[config.mk]
export PLATFORM = sky130hd
export DESIGN_NAME = stack_core
export DESIGN_NICKNAME = d
export VERILOG_FILES = /design/src/rtl/stack_core_pkg.sv /design/src/rtl/core_lifo.sv /design/src/rtl/core_dmem.sv /design/src/rtl/stack_core.sv
export SDC_FILE = /design/constraint.sdc
export NUM_CORES = 2
export LEC_CHECK = 0
export ABC_AREA = 1
export BUFFER_PORTS_ARGS = -buffer_cell sky130_fd_sc_hd__buf_2
export CAP_MARGIN = 5
export CORE_ASPECT_RATIO = 2
export CORE_UTILIZATION = 45
export CTS_CLUSTER_SIZE = 12
export DETAILED_ROUTE_END_ITERATION = 8
export GPL_ROUTABILITY_DRIVEN = 0
export SYNTH_ARGS = -nofsm -noshare
export SYNTH_HDL_FRONTEND = slang
export SYNTH_SLANG_ARGS = --single-unit
[constraint.sdc]
create_clock -name clk -period 8.1 [get_ports clk]
set_input_delay 1.62 -clock clk [delete_from_list [all_inputs] [get_ports clk]]
set_output_delay 1.62 -clock clk [all_outputs]
set_load 0.005 [all_outputs]
[src/rtl/stack_core_pkg.sv]
package stack_core_pkg;

    typedef enum logic [3:0] {
        OP_END   = 4'd0,
        OP_ADD   = 4'd1,
        OP_MULT  = 4'd2,
        OP_STORE = 4'd3,
        OP_FETCH = 4'd4,
        OP_EQU   = 4'd5,
        OP_PUSH  = 4'd6,
        OP_POP   = 4'd7,
        OP_GOTO  = 4'd8,
        OP_LOAD  = 4'd9,
        OP_OUT   = 4'd10,
        OP_IF    = 4'd11,
        OP_DEBUG = 4'd12
    } opcode_e;

    typedef enum logic [1:0] {
        PH_LATCH = 2'd0,
        PH_EXEC  = 2'd1,
        PH_STOP  = 2'd2
    } phase_e;

endpackage

[src/rtl/core_lifo.sv]
module core_lifo #(
    parameter int DEPTH = 16,
    parameter int WIDTH = 32
) (
    input  logic             clk,
    input  logic             rst_n,
    input  logic             push,
    input  logic             pop,
    input  logic [WIDTH-1:0] wdata,
    output logic [WIDTH-1:0] top,
    output logic             full,
    output logic             empty
);
    localparam int AW  = (DEPTH > 1) ? $clog2(DEPTH) : 1;
    localparam int SPW = $clog2(DEPTH + 1);

    logic [WIDTH-1:0] slots [DEPTH];
    logic [SPW-1:0]   sp_d, sp_q;
    logic [AW-1:0]    top_idx;

    assign full    = (sp_q == SPW'(DEPTH));
    assign empty   = (sp_q == '0);
    assign top_idx = AW'(sp_q - SPW'(1));
    assign top     = empty ? '0 : slots[top_idx];

    always_comb begin
        sp_d = sp_q;
        if (push) sp_d = sp_q + SPW'(1);
        else if (pop) sp_d = sp_q - SPW'(1);
    end

    always_ff @(posedge clk) begin
        if (!rst_n) sp_q <= '0;
        else        sp_q <= sp_d;
    end

    always_ff @(posedge clk) begin
        if (push) slots[AW'(sp_q)] <= wdata;
    end

    // the core must never push into a full stack or pop an empty one
    assert_no_push_full_R12: assert property (@(posedge clk) disable iff (!rst_n)
        push |-> !full);
    assert_no_pop_empty_R12: assert property (@(posedge clk) disable iff (!rst_n)
        pop |-> !empty);
    // a push followed by a pop-free cycle leaves the pushed value on top
    assert_push_on_top_R7: assert property (@(posedge clk) disable iff (!rst_n)
        (push && !pop) |=> (top == $past(wdata)));
endmodule

[src/rtl/core_dmem.sv]
module core_dmem #(
    parameter int DEPTH = 32,
    parameter int WIDTH = 32
) (
    input  logic                     clk,
    input  logic                     we,
    input  logic [$clog2(DEPTH)-1:0] addr,
    input  logic [WIDTH-1:0]         wdata,
    output logic [WIDTH-1:0]         rdata
);
    logic [WIDTH-1:0] words [DEPTH];

    assign rdata = words[addr];

    always_ff @(posedge clk) begin
        if (we) words[addr] <= wdata;
    end
endmodule

[src/rtl/stack_core.sv]
module stack_core
    import stack_core_pkg::*;
#(
    parameter int XLEN        = 32,
    parameter int NREG        = 5,
    parameter int IMEM_DEPTH  = 200,
    parameter int DMEM_DEPTH  = 32,
    parameter int STACK_DEPTH = 16
) (
    input  logic            clk,
    input  logic            rst_n,
    output logic [7:0]      imem_addr,
    input  logic [31:0]     imem_data,
    output logic            out_valid,
    output logic [2:0]      out_reg,
    output logic [XLEN-1:0] out_value,
    output logic            dbg_valid,
    output logic [2:0]      dbg_code,
    output logic [7:0]      dbg_pc,
    output logic            halted,
    output logic            error
);
    localparam int PCW = 8;
    localparam int RIW = 3;
    localparam int DAW = $clog2(DMEM_DEPTH);

    typedef struct packed {
        phase_e                      phase;
        logic [PCW-1:0]              pc;
        logic [31:0]                 ir;
        logic [NREG-1:0][XLEN-1:0]   regs;
        logic                        out_valid;
        logic [RIW-1:0]              out_reg;
        logic [XLEN-1:0]             out_value;
        logic                        dbg_valid;
        logic [2:0]                  dbg_code;
        logic [PCW-1:0]              dbg_pc;
        logic                        halted;
        logic                        error;
    } core_state_t;

    core_state_t s_d, s_q;

    opcode_e         op;
    logic [RIW-1:0]  fa, fb, fc;
    logic [XLEN-1:0] imm, a_val, b_val, offset, wr_val;
    logic [RIW-1:0]  wr_idx;
    logic            wr_en, fault, stop, jump, addr_ok;
    logic signed [XLEN:0] target;
    logic            stk_push, stk_pop, stk_full, stk_empty;
    logic [XLEN-1:0] stk_top, dm_rdata;
    logic            dm_we;

    core_lifo #(.DEPTH(STACK_DEPTH), .WIDTH(XLEN)) u_lifo (
        .clk(clk), .rst_n(rst_n), .push(stk_push), .pop(stk_pop),
        .wdata(a_val), .top(stk_top), .full(stk_full), .empty(stk_empty)
    );

    core_dmem #(.DEPTH(DMEM_DEPTH), .WIDTH(XLEN)) u_dmem (
        .clk(clk), .we(dm_we), .addr(s_q.ir[DAW-1:0]),
        .wdata(a_val), .rdata(dm_rdata)
    );

    always_comb begin
        op      = opcode_e'(s_q.ir[31:28]);
        fa      = s_q.ir[27:25];
        fb      = s_q.ir[24:22];
        fc      = s_q.ir[21:19];
        imm     = {{(XLEN-16){s_q.ir[15]}}, s_q.ir[15:0]};
        a_val   = (32'(fa) < NREG) ? s_q.regs[fa] : '0;
        b_val   = (32'(fb) < NREG) ? s_q.regs[fb] : '0;
        addr_ok = (32'(s_q.ir[15:0]) < DMEM_DEPTH);
    end

    always_comb begin
        s_d           = s_q;
        s_d.out_valid = 1'b0;
        s_d.dbg_valid = 1'b0;
        stk_push = 1'b0;
        stk_pop  = 1'b0;
        dm_we    = 1'b0;
        wr_en    = 1'b0;
        wr_idx   = fa;
        wr_val   = '0;
        fault    = 1'b0;
        stop     = 1'b0;
        jump     = 1'b0;
        offset   = XLEN'(1);
        target   = '0;
        case (s_q.phase)
            PH_LATCH: begin
                s_d.ir    = imem_data;
                s_d.phase = PH_EXEC;
            end
            PH_EXEC: begin
                s_d.phase = PH_LATCH;
                case (op)
                    OP_ADD:   begin wr_en = 1'b1; wr_val = a_val + b_val; end
                    OP_MULT:  begin wr_en = 1'b1; wr_val = a_val * b_val; end
                    OP_STORE: begin
                        if (addr_ok) dm_we = 1'b1;
                        else         fault = 1'b1;
                    end
                    OP_FETCH: begin
                        if (addr_ok) begin wr_en = 1'b1; wr_val = dm_rdata; end
                        else         fault = 1'b1;
                    end
                    OP_EQU: begin
                        wr_en  = 1'b1;
                        wr_idx = fc;
                        wr_val = XLEN'(a_val == b_val);
                    end
                    OP_PUSH: begin
                        if (stk_full) fault = 1'b1;
                        else          stk_push = 1'b1;
                    end
                    OP_POP: begin
                        if (stk_empty) fault = 1'b1;
                        else begin
                            stk_pop = 1'b1;
                            wr_en   = 1'b1;
                            wr_val  = stk_top;
                        end
                    end
                    OP_GOTO:  begin jump = 1'b1; offset = a_val; end
                    OP_LOAD:  begin wr_en = 1'b1; wr_val = imm; end
                    OP_OUT: begin
                        s_d.out_valid = 1'b1;
                        s_d.out_reg   = fa;
                        s_d.out_value = a_val;
                    end
                    OP_IF: begin
                        if (a_val == XLEN'(1)) begin jump = 1'b1; offset = b_val; end
                    end
                    OP_DEBUG: begin
                        s_d.dbg_valid = 1'b1;
                        s_d.dbg_code  = s_q.ir[2:0];
                        s_d.dbg_pc    = s_q.pc;
                    end
                    OP_END:   stop  = 1'b1;
                    default:  fault = 1'b1;
                endcase
                if (wr_en && !fault && (32'(wr_idx) < NREG))
                    s_d.regs[wr_idx] = wr_val;
                target = $signed({{(XLEN+1-PCW){1'b0}}, s_q.pc})
                       + $signed({offset[XLEN-1], offset});
                if (!fault && !stop &&
                    (target[XLEN] || (target[XLEN-1:0] >= XLEN'(IMEM_DEPTH))))
                    fault = 1'b1;
                if (fault) begin
                    s_d.halted = 1'b1;
                    s_d.error  = 1'b1;
                    s_d.phase  = PH_STOP;
                end else if (stop) begin
                    s_d.halted = 1'b1;
                    s_d.phase  = PH_STOP;
                end else begin
                    s_d.pc = target[PCW-1:0];
                end
            end
            default: ;
        endcase
    end

    always_ff @(posedge clk) begin
        if (!rst_n) s_q <= '0;
        else        s_q <= s_d;
    end

    assign imem_addr = s_q.pc;
    assign out_valid = s_q.out_valid;
    assign out_reg   = s_q.out_reg;
    assign out_value = s_q.out_value;
    assign dbg_valid = s_q.dbg_valid;
    assign dbg_code  = s_q.dbg_code;
    assign dbg_pc    = s_q.dbg_pc;
    assign halted    = s_q.halted;
    assign error     = s_q.error;

    // once stopped the core stays stopped, holds its PC and stays silent
    assert_halt_sticky_R11: assert property (@(posedge clk) disable iff (!rst_n)
        halted |=> (halted && $stable(imem_addr)));
    assert_silent_when_halted_R11: assert property (@(posedge clk) disable iff (!rst_n)
        halted |=> (!out_valid && !dbg_valid));
    // a fault always stops the core
    assert_error_halts_R12: assert property (@(posedge clk) disable iff (!rst_n)
        error |-> halted);
    // the PC never leaves the instruction store
    assert_pc_in_range_R13: assert property (@(posedge clk) disable iff (!rst_n)
        (32'(imem_addr) < IMEM_DEPTH));
    // two-cycle instructions keep output events to single pulses
    assert_out_pulse_R5: assert property (@(posedge clk) disable iff (!rst_n)
        out_valid |=> !out_valid);
    assert_dbg_pulse_R10: assert property (@(posedge clk) disable iff (!rst_n)
        dbg_valid |=> !dbg_valid);
    // the PC only changes at the end of an execute cycle
    assert_pc_moves_on_exec_R1: assert property (@(posedge clk) disable iff (!rst_n)
        (s_q.phase == PH_LATCH) |=> $stable(imem_addr));
endmodule

==> metrics.cfg <==
[outcome]
status=finished with violations
violations=capacitance limit, slew limit, setup timing

[global_routing]
grt_first_pass_wirelength_um=490800
grt_pass1_vias=72610
overflow=0
grt_max_degree=167
grt_usage_pct=33.06
antenna_found_initial=21

[floorplan]
dieArea_um2=208200
start_util_pct=45.30
core_um2=204900
die_h_um=644.3
row_count=235
fp.dieW_um=323.2
ios=92

[synthesis]
avgSynthCellArea_um2=10.33
synth_compound_area_share_pct=14.07
synth_top_family_by_area=compound AO/OA/AOI/OAI gates
ys_warn_count=0
yosysMostFrequentCell=nand2_1
syn_nets=9594
async_flop_share_pct=0
yosys.cell_types.count=67
synth_cells=8984
synth_commonest_cells=nand2_1 (1796), edfxtp_1 (1536), a21oi_1 (1119)
synth_top_area_share_pct=49.68
synth_adder_area_share_pct=11.08
synth.cell_area_um2=92830
synth-seq-cells=1795
synth_area_leader_cell=edfxtp_1
muxShareOfSynthArea_pct=0
yosys_most_used_dff=edfxtp_1
synth_xor_area_share_pct=0.7831
synth_top_cells_by_area=edfxtp_1 (50%), fa_1 (8.8%), nand2_1 (7.3%)
synth_edf_count=1536
synth_sequential_area_ratio_pct=55.27
synth-simple-area-share_pct=12.03

[sta]
rsz0062_at_grt=yes
setup_viol=34
slew-limit-headroom_pct=-4.694
layout_setup_ws_ns=-0.1358
skew_ns=0.08656
fmax_ghz=0.1214
tightest_slew_ns=1.554
fin_crit_sh_pct=101.7
hold_violations=0
hold_slack_ns=0.4483
drv_slew=2
period_needed_ns=8.236

[placed_design]
dp_slack_ns=-0.6889
io_buffer_count=88
dpl.hpwl_um=224200

[critical_path]
reg2regPathDepth=35
startpoint_type=register
worstReg2RegStart=fb[0]
crit_start=fb[0]
crit_slowest_cell=fa_1
path_max_fanout=7
r2r_end=s_q[109]
rrSetupSlack_ns=-0.14
end_kind=register
path_class=reg2reg
path_common_cell=fa_1
worst_ep_arrival_time_ns=8.93
cpPeakStageDelay_ns=0.56
required_ns=8.80
endpoint=s_q[109]

[hold_path]
hold_path_class=reg2reg

[run]
maxCapViolCount=1

[clock_network]
cts-htree-levels=4
cts-root-buf=clkbuf_16
cts_buffers=177
cts_tree=built
clock-sinks=1795
path_clk_slew_ns=0.06
cts.path.max_buffers=4
clk_latency_ns=0.85

[drt]
routed_wl_um=349000
drc_errors=0
wire_per_inst_um=28.60
first_pass_iters=6
via_per_inst=5.984
num_vias=73040
drtIter0Drc=7541
ant_nets=0

[final_layout]
largestRegisters=u_dmem.words: 1024 flops, u_lifo.slots: 512 flops, s_q: 162 flops
regMostFlops=u_dmem.words
seqCellArea_um2=51340
largest_register_ffs=1024
multiInputGateArea_um2=37080
fin_nets=10040
area_delta_synth_final_pct=16.49
fill_cells=17830
drive_gt1_share_pct=16.21
final_util_pct=52.77

## cell families after synthesis
group                      after synthesis
DFF                                   1795
buffers and inverters                 1572
adders and majority gates              576
and+or+nand+nor                       2730
AOI/OAI and AO/OA                     2228
xor gates and xnor gates                83
## worst max-delay path: cells and delay by family (launching register included)
| kind | cells | cell delay [ns] |
|---|---|---|
| AOI/OAI and AO/OA | 8 | 1.35 |
| adders and majority gates | 9 | 4.34 |
| buffers and inverters | 14 | 1.52 |
| DFF | 1 | 0.38 |
| and+or+nand+nor | 4 | 0.50 |
## cells in the final DEF, fill, tap and decap left out, types with 48 or more instances in the layout
cell / count
ha_1: 126
a22oi_1: 181
o21ai_0: 457
o21ai_1: 53
dfxtp_1: 250
xor2_1: 49
fa_1: 371
nor2_2: 48
inv_2: 50
clkbuf_16: 191
buf_12: 81
nor2_1: 457
nand3_1: 209
a21oi_1: 1096
buf_4: 616
buf_2: 87
a32o_1: 145
inv_1: 897
nor2_4: 66
nand2_1: 1770
edfxtp_1: 1536
## area by class of cell
class,instances,area share (%)
antenna,10,0.02314
clock buffer,213,4.308
clock inverter,7,0.07289
inverter,985,3.544
multi-input combinational,5617,34.29
sequential,1795,47.47
tap,2725,3.153
timing repair buffer,854,7.136
## routing by layer
layer	share of wire (%)	routed length, um	global-route usage [%]	vias to the layer above
met5	0.027	93	0	-
met4	12	43090	32.68	14
met3	8.4	29220	7.863	1450
met2	47	165700	53.91	3909
met1	32	111000	34.23	36080
li1	-	-	-	31590
## through the flow
stage | setup TNS, ns | cell area [um^2] | instances
after floorplan | 0 | 92850 | 8984
after global placement | -24.35 | 100600 | 11900
after detailed placement | -26.78 | 100600 | 11900
after CTS | -0.04831 | 106400 | 12150
after global routing | -12.06 | 108100 | 12200
final | -2.245 | 108100 | 12210
## worst min path at each step
stage                           start           to  slack (ns)  cells past startpoint
after floorplan           dbg_code[0]  dbg_code[0]        0.42                      2
after global placement      dbg_pc[6]    dbg_pc[6]        0.43                      2
after detailed placement    dbg_pc[3]    dbg_pc[3]        0.44                      2
after CTS                      halted       halted        0.45                      2
after global routing        dbg_pc[6]    dbg_pc[6]        0.46                      2
final                       dbg_pc[6]    dbg_pc[6]        0.45                      2
## timing repair
action / in CTS / in global routing
gates cloned: 1 / 11
hold buffers: 0 / 0
pin swaps: 58 / 122
buffers inserted: 31 / 41
setup endpoints to repair: 61 / 79
resized for setup: 231 / 317
endpoints found under the hold margin: 0 / 0
Power is left out: the tool's default activity adds up to more than one toggle a clock period on the data nets, which glitch-free logic cannot reach.
